===== src/rtl/linbrk_rx_pkg.sv =====
package linbrk_rx_pkg;
  typedef enum logic [2:0] {
    ST_IDLE,
    ST_START,
    ST_DATA,
    ST_STOP,
    ST_WAITB,
    ST_BRKW
  } rx_state_t;
endpackage


===== src/rtl/linbrk_rx_front.sv =====
module linbrk_rx_front #(
  parameter int SYNC_STAGES = 2
) (
  input  logic clk,
  input  logic rst_n,
  input  logic rx_pin,
  input  logic rx_inv,
  output logic line
);
  logic [SYNC_STAGES-1:0] sync_q;
  logic [SYNC_STAGES-1:0] sync_d;

  always_comb begin
    sync_d = {sync_q[SYNC_STAGES-2:0], rx_pin};
  end

  always_ff @(posedge clk or negedge rst_n) begin
    if (!rst_n) sync_q <= '1;
    else        sync_q <= sync_d;
  end

  // polarity applied after synchronisation so every symbol follows it
  always_comb begin
    line = sync_q[SYNC_STAGES-1] ^ rx_inv;
  end
endmodule


===== src/rtl/linbrk_rx_linemon.sv =====
module linbrk_rx_linemon #(
  parameter int OSR      = 16,
  parameter int DATA_W   = 8,
  parameter int BRK_BITS = 10
) (
  input  logic clk,
  input  logic rst_n,
  input  logic tick,
  input  logic line,
  input  logic mode9,
  input  logic long_brk,
  output logic brk_hit,
  output logic idle_hit
);
  localparam int MAX_LOW  = (BRK_BITS + 2) * OSR;
  localparam int MAX_HIGH = (DATA_W + 3) * OSR;
  localparam int MAX_ALL  = (MAX_LOW > MAX_HIGH) ? MAX_LOW : MAX_HIGH;
  localparam int CW       = $clog2(MAX_ALL + 1);

  logic [CW-1:0] low_q, low_d;
  logic [CW-1:0] high_q, high_d;
  logic [CW-1:0] thr_ticks;
  logic [CW-1:0] idle_ticks;

  always_comb begin
    thr_ticks  = CW'((BRK_BITS + int'(mode9) + int'(long_brk)) * OSR);
    idle_ticks = CW'((DATA_W + 2 + int'(mode9)) * OSR);
  end

  // consecutive low and high tick runs, each saturating at its limit
  always_comb begin
    low_d    = low_q;
    high_d   = high_q;
    brk_hit  = 1'b0;
    idle_hit = 1'b0;
    if (tick) begin
      if (!line) begin
        high_d = '0;
        if (low_q < thr_ticks) low_d = low_q + CW'(1);
        brk_hit = (low_q == thr_ticks - CW'(1));
      end else begin
        low_d = '0;
        if (high_q < idle_ticks) high_d = high_q + CW'(1);
        idle_hit = (high_q == idle_ticks - CW'(1));
      end
    end
  end

  always_ff @(posedge clk or negedge rst_n) begin
    if (!rst_n) begin
      low_q  <= '0;
      high_q <= '0;
    end else begin
      low_q  <= low_d;
      high_q <= high_d;
    end
  end

  // a break can only be reported while the line is low
  a_r5_break_low_line: assert property (@(posedge clk) disable iff (!rst_n)
    brk_hit |-> !line);
endmodule


===== src/rtl/linbrk_rx_frame.sv =====
module linbrk_rx_frame
  import linbrk_rx_pkg::*;
#(
  parameter int OSR    = 16,
  parameter int DATA_W = 8
) (
  input  logic            clk,
  input  logic            rst_n,
  input  logic            tick,
  input  logic            line,
  input  logic            mode9,
  input  logic            brk_hit,
  output logic            ev_char,
  output logic            ev_fe,
  output logic            ev_brk,
  output logic            start_ok,
  output logic [DATA_W:0] ev_data
);
  localparam int OW   = $clog2(OSR);
  localparam int BW   = $clog2(DATA_W + 2);
  localparam int HALF = OSR / 2;

  rx_state_t        state_q, state_d;
  logic [OW-1:0]    cnt_q, cnt_d;
  logic [BW-1:0]    bit_q, bit_d;
  logic [DATA_W:0]  data_q, data_d;
  logic [BW-1:0]    last_bit;

  always_comb begin
    last_bit = BW'(DATA_W - 1) + BW'(mode9);
  end

  always_comb begin
    state_d  = state_q;
    cnt_d    = cnt_q;
    bit_d    = bit_q;
    data_d   = data_q;
    ev_char  = 1'b0;
    ev_fe    = 1'b0;
    ev_brk   = 1'b0;
    start_ok = 1'b0;
    if (tick) begin
      unique case (state_q)
        ST_IDLE: begin
          if (!line) begin
            state_d = ST_START;
            cnt_d   = '0;
          end
        end
        ST_START: begin
          if (cnt_q == OW'(HALF - 2)) begin
            if (!line) begin
              state_d  = ST_DATA;
              cnt_d    = '0;
              bit_d    = '0;
              data_d   = '0;
              start_ok = 1'b1;
            end else begin
              state_d = ST_IDLE;
            end
          end else begin
            cnt_d = cnt_q + OW'(1);
          end
        end
        ST_DATA: begin
          if (brk_hit) begin
            state_d = ST_BRKW;
            ev_brk  = 1'b1;
          end else if (cnt_q == OW'(OSR - 1)) begin
            data_d[bit_q] = line;
            cnt_d = '0;
            if (bit_q == last_bit) state_d = ST_STOP;
            else                   bit_d   = bit_q + BW'(1);
          end else begin
            cnt_d = cnt_q + OW'(1);
          end
        end
        ST_STOP: begin
          if (brk_hit) begin
            state_d = ST_BRKW;
            ev_brk  = 1'b1;
          end else if (cnt_q == OW'(OSR - 1)) begin
            if (line) begin
              ev_char = 1'b1;
              state_d = ST_IDLE;
            end else begin
              state_d = ST_WAITB;
            end
          end else begin
            cnt_d = cnt_q + OW'(1);
          end
        end
        ST_WAITB: begin
          if (line) begin
            ev_char = 1'b1;
            ev_fe   = 1'b1;
            state_d = ST_IDLE;
          end else if (brk_hit) begin
            ev_brk  = 1'b1;
            state_d = ST_BRKW;
          end
        end
        ST_BRKW: begin
          if (line) state_d = ST_IDLE;
        end
        default: state_d = ST_IDLE;
      endcase
    end
  end

  always_ff @(posedge clk or negedge rst_n) begin
    if (!rst_n) begin
      state_q <= ST_IDLE;
      cnt_q   <= '0;
      bit_q   <= '0;
      data_q  <= '0;
    end else begin
      state_q <= state_d;
      cnt_q   <= cnt_d;
      bit_q   <= bit_d;
      data_q  <= data_d;
    end
  end

  always_comb begin
    ev_data = data_q;
  end

  // a character completes only on a high line (stop bit or return to idle)
  a_r2_char_on_high: assert property (@(posedge clk) disable iff (!rst_n)
    ev_char |-> line);
  // a start bit is accepted only while the line is still low
  a_r12_start_low: assert property (@(posedge clk) disable iff (!rst_n)
    start_ok |-> !line);
  // a break and a character never complete together
  a_r5_break_or_char: assert property (@(posedge clk) disable iff (!rst_n)
    !(ev_char && ev_brk));
endmodule


===== src/rtl/linbrk_rx_flags.sv =====
module linbrk_rx_flags #(
  parameter int DATA_W = 8
) (
  input  logic              clk,
  input  logic              rst_n,
  input  logic              ev_char,
  input  logic              ev_fe,
  input  logic              ev_brk,
  input  logic [DATA_W:0]   ev_data,
  input  logic              start_ok,
  input  logic              idle_hit,
  input  logic              long_brk,
  input  logic              rd,
  output logic [DATA_W-1:0] data_q,
  output logic              bit8_q,
  output logic              full_q,
  output logic              fe_q,
  output logic              ovr_q,
  output logic              brk_q,
  output logic              active_q
);
  logic [DATA_W-1:0] data_d;
  logic              bit8_d, full_d, fe_d, ovr_d, brk_d, active_d;
  logic              accept;

  always_comb begin
    accept   = ev_char && !long_brk;
    data_d   = data_q;
    bit8_d   = bit8_q;
    full_d   = full_q && !rd;
    fe_d     = fe_q && !rd;
    ovr_d    = ovr_q && !rd;
    brk_d    = (brk_q && !rd) || ev_brk;
    active_d = active_q;
    if (accept) begin
      if (full_d) begin
        ovr_d = 1'b1;
      end else begin
        data_d = ev_data[DATA_W-1:0];
        bit8_d = ev_data[DATA_W];
        full_d = 1'b1;
        fe_d   = ev_fe;
      end
    end
    if (idle_hit) active_d = 1'b0;
    if (start_ok) active_d = 1'b1;
  end

  always_ff @(posedge clk or negedge rst_n) begin
    if (!rst_n) begin
      data_q   <= '0;
      bit8_q   <= 1'b0;
      full_q   <= 1'b0;
      fe_q     <= 1'b0;
      ovr_q    <= 1'b0;
      brk_q    <= 1'b0;
      active_q <= 1'b0;
    end else begin
      data_q   <= data_d;
      bit8_q   <= bit8_d;
      full_q   <= full_d;
      fe_q     <= fe_d;
      ovr_q    <= ovr_d;
      brk_q    <= brk_d;
      active_q <= active_d;
    end
  end

  // long-break mode keeps data-full and framing error from setting
  a_r7_lin_no_full: assert property (@(posedge clk) disable iff (!rst_n)
    (long_brk && !full_q) |=> !full_q);
  a_r7_lin_no_fe: assert property (@(posedge clk) disable iff (!rst_n)
    (long_brk && !fe_q) |=> !fe_q);
  // held data is never overwritten
  a_r9_hold_data: assert property (@(posedge clk) disable iff (!rst_n)
    (full_q && !rd) |=> ($stable(data_q) && $stable(bit8_q)));
  a_r9_ovr_needs_full: assert property (@(posedge clk) disable iff (!rst_n)
    $rose(ovr_q) |-> $past(full_q));
  // a read with no new event leaves every flag clear
  a_r11_rd_clears: assert property (@(posedge clk) disable iff (!rst_n)
    (rd && !ev_char && !ev_brk) |=> (!full_q && !fe_q && !ovr_q && !brk_q));
  // activity starts only from an accepted start bit
  a_r10_active_rise: assert property (@(posedge clk) disable iff (!rst_n)
    $rose(active_q) |-> $past(start_ok));
endmodule


===== src/rtl/linbrk_rx.sv =====
module linbrk_rx #(
  parameter int OSR         = 16,
  parameter int DATA_W      = 8,
  parameter int BRK_BITS    = 10,
  parameter int SYNC_STAGES = 2
) (
  input  logic              clk,
  input  logic              rst_n,
  input  logic              tick,
  input  logic              rx_pin,
  input  logic              mode9,
  input  logic              long_brk,
  input  logic              rx_inv,
  input  logic              rd,
  output logic [DATA_W-1:0] rx_data,
  output logic              rx_bit8,
  output logic              data_full,
  output logic              frame_err,
  output logic              overrun,
  output logic              brk_det,
  output logic              rx_active
);
  logic            line;
  logic            brk_hit, idle_hit;
  logic            ev_char, ev_fe, ev_brk, start_ok;
  logic [DATA_W:0] ev_data;

  linbrk_rx_front #(.SYNC_STAGES(SYNC_STAGES)) u_front (
    .clk    (clk),
    .rst_n  (rst_n),
    .rx_pin (rx_pin),
    .rx_inv (rx_inv),
    .line   (line)
  );

  linbrk_rx_linemon #(.OSR(OSR), .DATA_W(DATA_W), .BRK_BITS(BRK_BITS)) u_mon (
    .clk      (clk),
    .rst_n    (rst_n),
    .tick     (tick),
    .line     (line),
    .mode9    (mode9),
    .long_brk (long_brk),
    .brk_hit  (brk_hit),
    .idle_hit (idle_hit)
  );

  linbrk_rx_frame #(.OSR(OSR), .DATA_W(DATA_W)) u_frame (
    .clk      (clk),
    .rst_n    (rst_n),
    .tick     (tick),
    .line     (line),
    .mode9    (mode9),
    .brk_hit  (brk_hit),
    .ev_char  (ev_char),
    .ev_fe    (ev_fe),
    .ev_brk   (ev_brk),
    .start_ok (start_ok),
    .ev_data  (ev_data)
  );

  linbrk_rx_flags #(.DATA_W(DATA_W)) u_flags (
    .clk      (clk),
    .rst_n    (rst_n),
    .ev_char  (ev_char),
    .ev_fe    (ev_fe),
    .ev_brk   (ev_brk),
    .ev_data  (ev_data),
    .start_ok (start_ok),
    .idle_hit (idle_hit),
    .long_brk (long_brk),
    .rd       (rd),
    .data_q   (rx_data),
    .bit8_q   (rx_bit8),
    .full_q   (data_full),
    .fe_q     (frame_err),
    .ovr_q    (overrun),
    .brk_q    (brk_det),
    .active_q (rx_active)
  );
endmodule


===== config.mk =====
export PLATFORM = sky130hd
export DESIGN_NAME = linbrk_rx
export DESIGN_NICKNAME = d
export VERILOG_FILES = /design/src/rtl/linbrk_rx_pkg.sv /design/src/rtl/linbrk_rx_front.sv /design/src/rtl/linbrk_rx_linemon.sv /design/src/rtl/linbrk_rx_frame.sv /design/src/rtl/linbrk_rx_flags.sv /design/src/rtl/linbrk_rx.sv
export SDC_FILE = /design/constraint.sdc
export NUM_CORES = 1
export LEC_CHECK = 0
export BUFFER_PORTS_ARGS = -buffer_cell sky130_fd_sc_hd__buf_4
export CORE_UTILIZATION = 54
export CTS_BUF_LIST = sky130_fd_sc_hd__clkbuf_2
export DETAILED_ROUTE_END_ITERATION = 10
export PLACE_DENSITY = 0.73
export SETUP_SLACK_MARGIN = 0.1
export SKIP_CTS_REPAIR_TIMING = 1
export SLEW_MARGIN = 20
export SYNTH_ARGS = -nofsm -noshare
export SYNTH_HDL_FRONTEND = slang
export SYNTH_SLANG_ARGS = --single-unit

===== constraint.sdc =====
create_clock -name clk -period 2.8 [get_ports clk]
set_clock_uncertainty 0.15 [all_clocks]
set_input_delay 0.28 -clock clk [delete_from_list [all_inputs] [get_ports clk]]
set_output_delay 0.28 -clock clk [all_outputs]
set_load 0.005 [all_outputs]

Word level (Yosys, flattened, before mapping)

Index checks and enable logic that the tools add are counted.

Register bits after elaboration: 52
Output and inout bits: 14

$add $sub $neg: 9
$lt $le $gt $ge: 4
Eq/ne operators: 24
Mux-type cells: 64
Bitwise gates (word level): 2
Reductions and logical operators: 22

Operators by type and width:

| cell                  | number |
|---|---|
| $mux W4               | 11 |
| $mux W9               | 4 |
| $mux W3               | 11 |
| $mux W8               | 4 |
| $mux W1               | 25 |
| $pmux W3 S6           | 1 |
| $pmux W9 S2           | 1 |
| $add A8 B1 Y8 const B | 2 |
| $eq A8 B8 Y1          | 2 |
| $lt A8 B8 Y1          | 2 |
| $pmux W4 S4           | 1 |
| $sub A8 B1 Y8 const B | 2 |
| $ne A2 B2 Y1 const B  | 7 |
| $ne A3 B2 Y1 const B  | 4 |
| $bwmux W9             | 1 |
| $add A4 B1 Y4 const B | 2 |
| $pmux W4 S2           | 1 |
| $reduce_and A8 Y1     | 1 |
| $reduce_and A7 Y1     | 1 |
| $eq A3 B2 Y1 const B  | 2 |
| $eq A3 B3 Y1 const B  | 2 |
| $logic_and A1 B1 Y1   | 6 |
| $ne A2 B1 Y1 const B  | 3 |
| $reduce_and A2 Y1     | 3 |
| 22 further kinds      | 26 |

Logic depth before layout (Yosys ltp)

Word-level depth: 11
Depth in mapped cells: 8
Mapped depth without buffers: 8

Cells and area by module

Synthesis repeated with hierarchy kept, for this count alone.

Cell total of the unflattened synthesis: 330
Area total of the unflattened synthesis: 3121.7 um2

Modules (own cells, without submodules):

| module            | instances | cells an instance | area each (um2) |
|---|---|---|---|
| linbrk_rx_frame   | 1         | 165               | 1372.6 |
| linbrk_rx_linemon | 1         | 126               | 1144.8 |
| linbrk_rx_flags   | 1         | 36                | 543.0 |
| linbrk_rx_front   | 1         | 3                 | 61.3 |

Worst setup path after synthesis

No wires, ideal clock.

Path type: register to register
Start: register u_frame.cnt_q[0]
End: register u_flags.data_q[0]
Setup time: 125 ps
Arrival time: 1888 ps
Data required time: 2525 ps
Path slack: 636 ps
Cell stages (with the launch flop): 7
Cells stage by stage: dfrtp_1 -> ha_1 -> and3_1 -> a31oi_1 -> or4b_4 -> buf_6 -> mux2_4

Cells in the longest elaborated chain, start to end: 7

RTL lines:

| item                        | RTL line               | RTL |
|---|---|---|
| from (decl)                 | linbrk_rx_frame.sv:24  | `logic [OW-1:0] cnt_q, cnt_d;` |
| from (signal assigned)      | linbrk_rx_frame.sv:119 | `cnt_q <= cnt_d;` |
| $eq A4 B4 Y1                | linbrk_rx_frame.sv:82  | `end else if (cnt_q == OW'(OSR - 1)) begin` |
| $mux W1                     | linbrk_rx_frame.sv:82  |  |
| $mux W1                     | linbrk_rx_frame.sv:79  | `if (brk_hit) begin` |
| $pmux W1 S2                 | linbrk_rx_frame.sv:43  | `unique case (state_q)` |
| $mux W1                     | linbrk_rx_frame.sv:42  | `if (tick) begin` |
| $logic_and A1 B1 Y1         | linbrk_rx_flags.sv:27  | `accept = ev_char && !long_brk;` |
| $reduce_and A2 Y1 (no line) | -                      |  |
| to (signal assigned)        | linbrk_rx_flags.sv:59  | `data_q <= data_d;` |
| to (decl)                   | linbrk_rx_flags.sv:14  | `output logic [DATA_W-1:0] data_q,` |

No other way between the ends.
A chain may end at the register's enable or synchronous reset.

Final worst setup path

Start: input long_brk
End: register u_frame.state_q[1]

Cells in the longest elaborated chain, start to end: 7
Elaborated cells on any way between the ends: 13
Those cells by class: add/sub: 2; eq/ne: 5; mux: 5; reduce/logical: 1

RTL lines:

| item                                                              | RTL line                | RTL |
|---|---|---|
| from (decl)                                                       | linbrk_rx.sv:12         | `input logic long_brk,` |
| $add A4 B1 Y4 *                                                   | linbrk_rx_linemon.sv:26 | `thr_ticks = CW'((BRK_BITS + int'(mode9) + int'(long_brk)) * OSR);` |
| $sub A8 B1 Y8 *                                                   | linbrk_rx_linemon.sv:40 | `brk_hit = (low_q == thr_ticks - CW'(1));` |
| $eq A8 B8 Y1 *                                                    | linbrk_rx_linemon.sv:40 |  |
| $mux W1 *                                                         | linbrk_rx_linemon.sv:37 | `if (!line) begin` |
| $mux W1 *                                                         | linbrk_rx_linemon.sv:36 | `if (tick) begin` |
| $ne A3 B2 Y1 (no line), or another cell as far along              | -                       |  |
| $reduce_and A8 Y1 (no line) / $pmux W3 S6 (equally long branches) | -                       |  |
| to (signal assigned)                                              | linbrk_rx_frame.sv:118  | `state_q <= state_d;` |
| to (decl)                                                         | linbrk_rx_frame.sv:23   | `rx_state_t state_q, state_d;` |

Every way passes the cells marked *; elsewhere a longest branch is shown, timed or not.

==> qor.csv <==
metric;value;unit
status;finished clean;
layout cells sized above 1;15.5;%
Post-Syn Area;3040;µm²
via count;2513;
Layout Nets;363;
minimum clock period after layout;2.52;ns
CP Data Required Time;3.02;ns
Async S/R FF share, synth;100;%
core area;5270;µm²
most common cell in the netlist;dfrtp_1;
DRC viols;0;
Setup Viol. Count Final;0;
pin count of the biggest net entering global routing;53;
FF-to-FF path depth;4;
crit path DAT;2.74;ns
top cells by area, synth;dfrtp_1 (41%), ha_1 (5.8%), nand2_1 (4.2%);
Critical Path Sink Type;flop;
Starting Density;57.7;%
Detailed Routing Iterations Pass 1;6;
leading area contributor after synthesis;dfrtp_1;
clk slew on worst S/H paths;0.26;ns
Final Hold Vio Count;0;
area grow syn2layout;10.6;%
max-slew violations;0;
Max Used Layer;met4;
maximum fanout along the worst path;8;
Hold Path Cell Cnt;4;
GR Util All Layers;24.2;%
first-pass GRT wire length;11.6;mm
Post-Syn Nets;338;
actual slew at the worst max-slew pin;0.833;ns
Worst VDD drop;282;µV
chip height;77.0;µm
max-cap violations;0;
global route overflow;0;
Synth Instances;316;
Hold Crit Start;mode9;
RD Place Congestion;0.882;
met3 wire length;233;µm
RSZ-0062 raised after global routing;false;
Tot Pwr;1.66;mW
register bit count reported by yosys;52;
sequential share of the synthesized area;42.9;%
commonest cells in the netlist;dfrtp_1 (50), nand2_1 (34), o21ai_0 (20);
CP startpoint kind;input pin;
Port Buffers;21;
antenna cells;0;
met2 wire length;3.08;mm
# clock sinks;52;
final std cells w/o fill;412;
Crit Path Category;input pin to flop;
die area;5930;µm²
pre-CTS setup slack;0.314;ns
Worst slew margin;44.3;%
Final period util;90.0;%
Die W;77.0;µm
DP Cell Count;399;
R2R Path Start;u_frame.state_q[1]$_DFFE_PN0P_;
PwrDens;492;nW/µm²
Syn Area/Cell;9.62;µm²
Yosys cell types;58;
Yosys top cell area share;41.2;%
final instance area;3360;µm²
Fmax achieved;0.397;GHz
Num CTS Buffers;5;
Synth Warn #;0;
Final WS setup;0.280;ns
Post-synth EDFFs;0;
vias in the first global route;2446;
Main synth FF type;dfrtp_1;
Routed WL;6.65;mm
DRT met1 WL;3.26;mm
initial antenna violation count;0;
post-route ant nets;0;
worst reg2reg path endpoint;u_flags.data_q[7]$_DFFE_PN0P_;
routed wire length per instance;16.1;µm
worst skew pair latency;0.44;ns
CTS root buf;clkbuf_2;
Setup TNS;0;ns
row cnt;26;
CTS H-tree lvls;2;
Ports;22;
HP Class;input pin to flop;
dpl cell area;3260;µm²
vias per inst;6.10;
Bufs on Longest Clock Path;2;
dpl hpwl;4.62;mm
Iteration-0 DRC Markers;157;
CTS tree;yes;
flop-to-flop setup slack;0.41;ns
Hold EP;u_flags.active_q$_DFFE_PN0P_;
Lkg Pwr;1.59;nW
## stage by stage
step,utilization [%],hold WS (ns)
after global routing,63.8,0.0985
final,63.8,0.123
after CTS,62.9,-0.326
after detailed placement,61.9,0.201
after floorplan,-,-0.166
after global placement,61.9,0.196
## power by group
group          total [mW]  switching [mW]  leakage, nW  internal, mW
sequential          0.933           0.107        0.699         0.826
clock               0.311           0.248       0.0252        0.0622
combinational       0.412           0.239        0.864         0.173
## layer usage
metal  global-route usage, %  vias up
met2                    40.1       52
li1                        -     1224
met4                    8.11        0
met1                    31.9     1230
met3                    4.40        7
met5                       0        -
## cells in the final DEF (no fill, tap or decap), drive strengths merged, types with 4 or more instances in the layout
cell         count
dlygate4sd3      5
buf             26
o21ai           20
o211ai          17
nor2            18
nand4            7
nor3b            4
a22oi            8
a21oi           17
o31ai            5
nand3            5
dfrtp           50
clkbuf           5
a32o             4
nand2           35
inv             15
ha              14
nor2b            5
nand2b           7
mux2             9
and3             9
## how the worst max path moves through the flow
stage	start	slack (ns)	endpoint	depth (start not counted)
finish	long_brk	0.28	u_frame.state_q[1]$_DFFE_PN0P_	9
detailed placement	mode9	0.31	u_frame.state_q[1]$_DFFE_PN0P_	8
CTS	u_frame.state_q[1]$_DFFE_PN0P_	0.43	u_flags.data_q[7]$_DFFE_PN0P_	4
global route	long_brk	0.20	u_mon.low_q[3]$_DFFE_PN0P_	9
floorplan	u_frame.cnt_q[0]$_DFFE_PN0P_	0.64	u_flags.data_q[0]$_DFFE_PN0P_	6
global placement	mode9	0.39	u_mon.low_q[5]$_DFFE_PN0P_	8
## worst max-delay path, stage by stage
cell and delay, ns:
dlygate4sd3_1 0.52, buf_4 0.13, inv_1 0.05, ha_1 0.31
ha_1 0.30, nand4b_1 0.29, nor2_1 0.48, o21ai_0 0.17
a21o_1 0.20
## flip-flops by register name, indices dropped and copies added (netlist names)
signal	flops
u_flags.active_q	1
u_mon.high_q	8
u_frame.state_q	3
u_flags.bit8_q	1
u_frame.ev_data	9
u_mon.low_q	8
u_flags.ovr_q	1
u_flags.data_q	8
u_front.sync_q	2
u_flags.brk_q	1
u_frame.cnt_q	4
u_flags.fe_q	1
u_frame.bit_q	4
u_flags.full_q	1
## cells by family (layout without fill, tap and decap cells)
group / after synthesis / count (layout) / synth area share, %
flip-flops: 52 / 52 / 42.9
AND/OR/NAND/NOR: 110 / 110 / 19.2
XOR/XNOR: 5 / 5 / 1.69
adder cells (fa/ha/maj): 14 / 14 / 5.76
AO/OA/AOI/OAI: 96 / 96 / 21.7
multiplexers: 11 / 11 / 4.98
buffers and inverters: 28 / 54 / 3.79
## final cells by class
| type | instances | area, µm² |
|---|---|---|
| repair buffers | 31 | 245 |
| multi-input cells | 236 | 1620 |
| clock buffers | 5 | 25.0 |
| inverters | 15 | 56.3 |
| flip-flops and latches | 52 | 1300 |
| clock inverters | 3 | 23.8 |
| fillers | 456 | 1910 |
| well taps | 70 | 87.6 |
(Power assumes the default switching activity.)
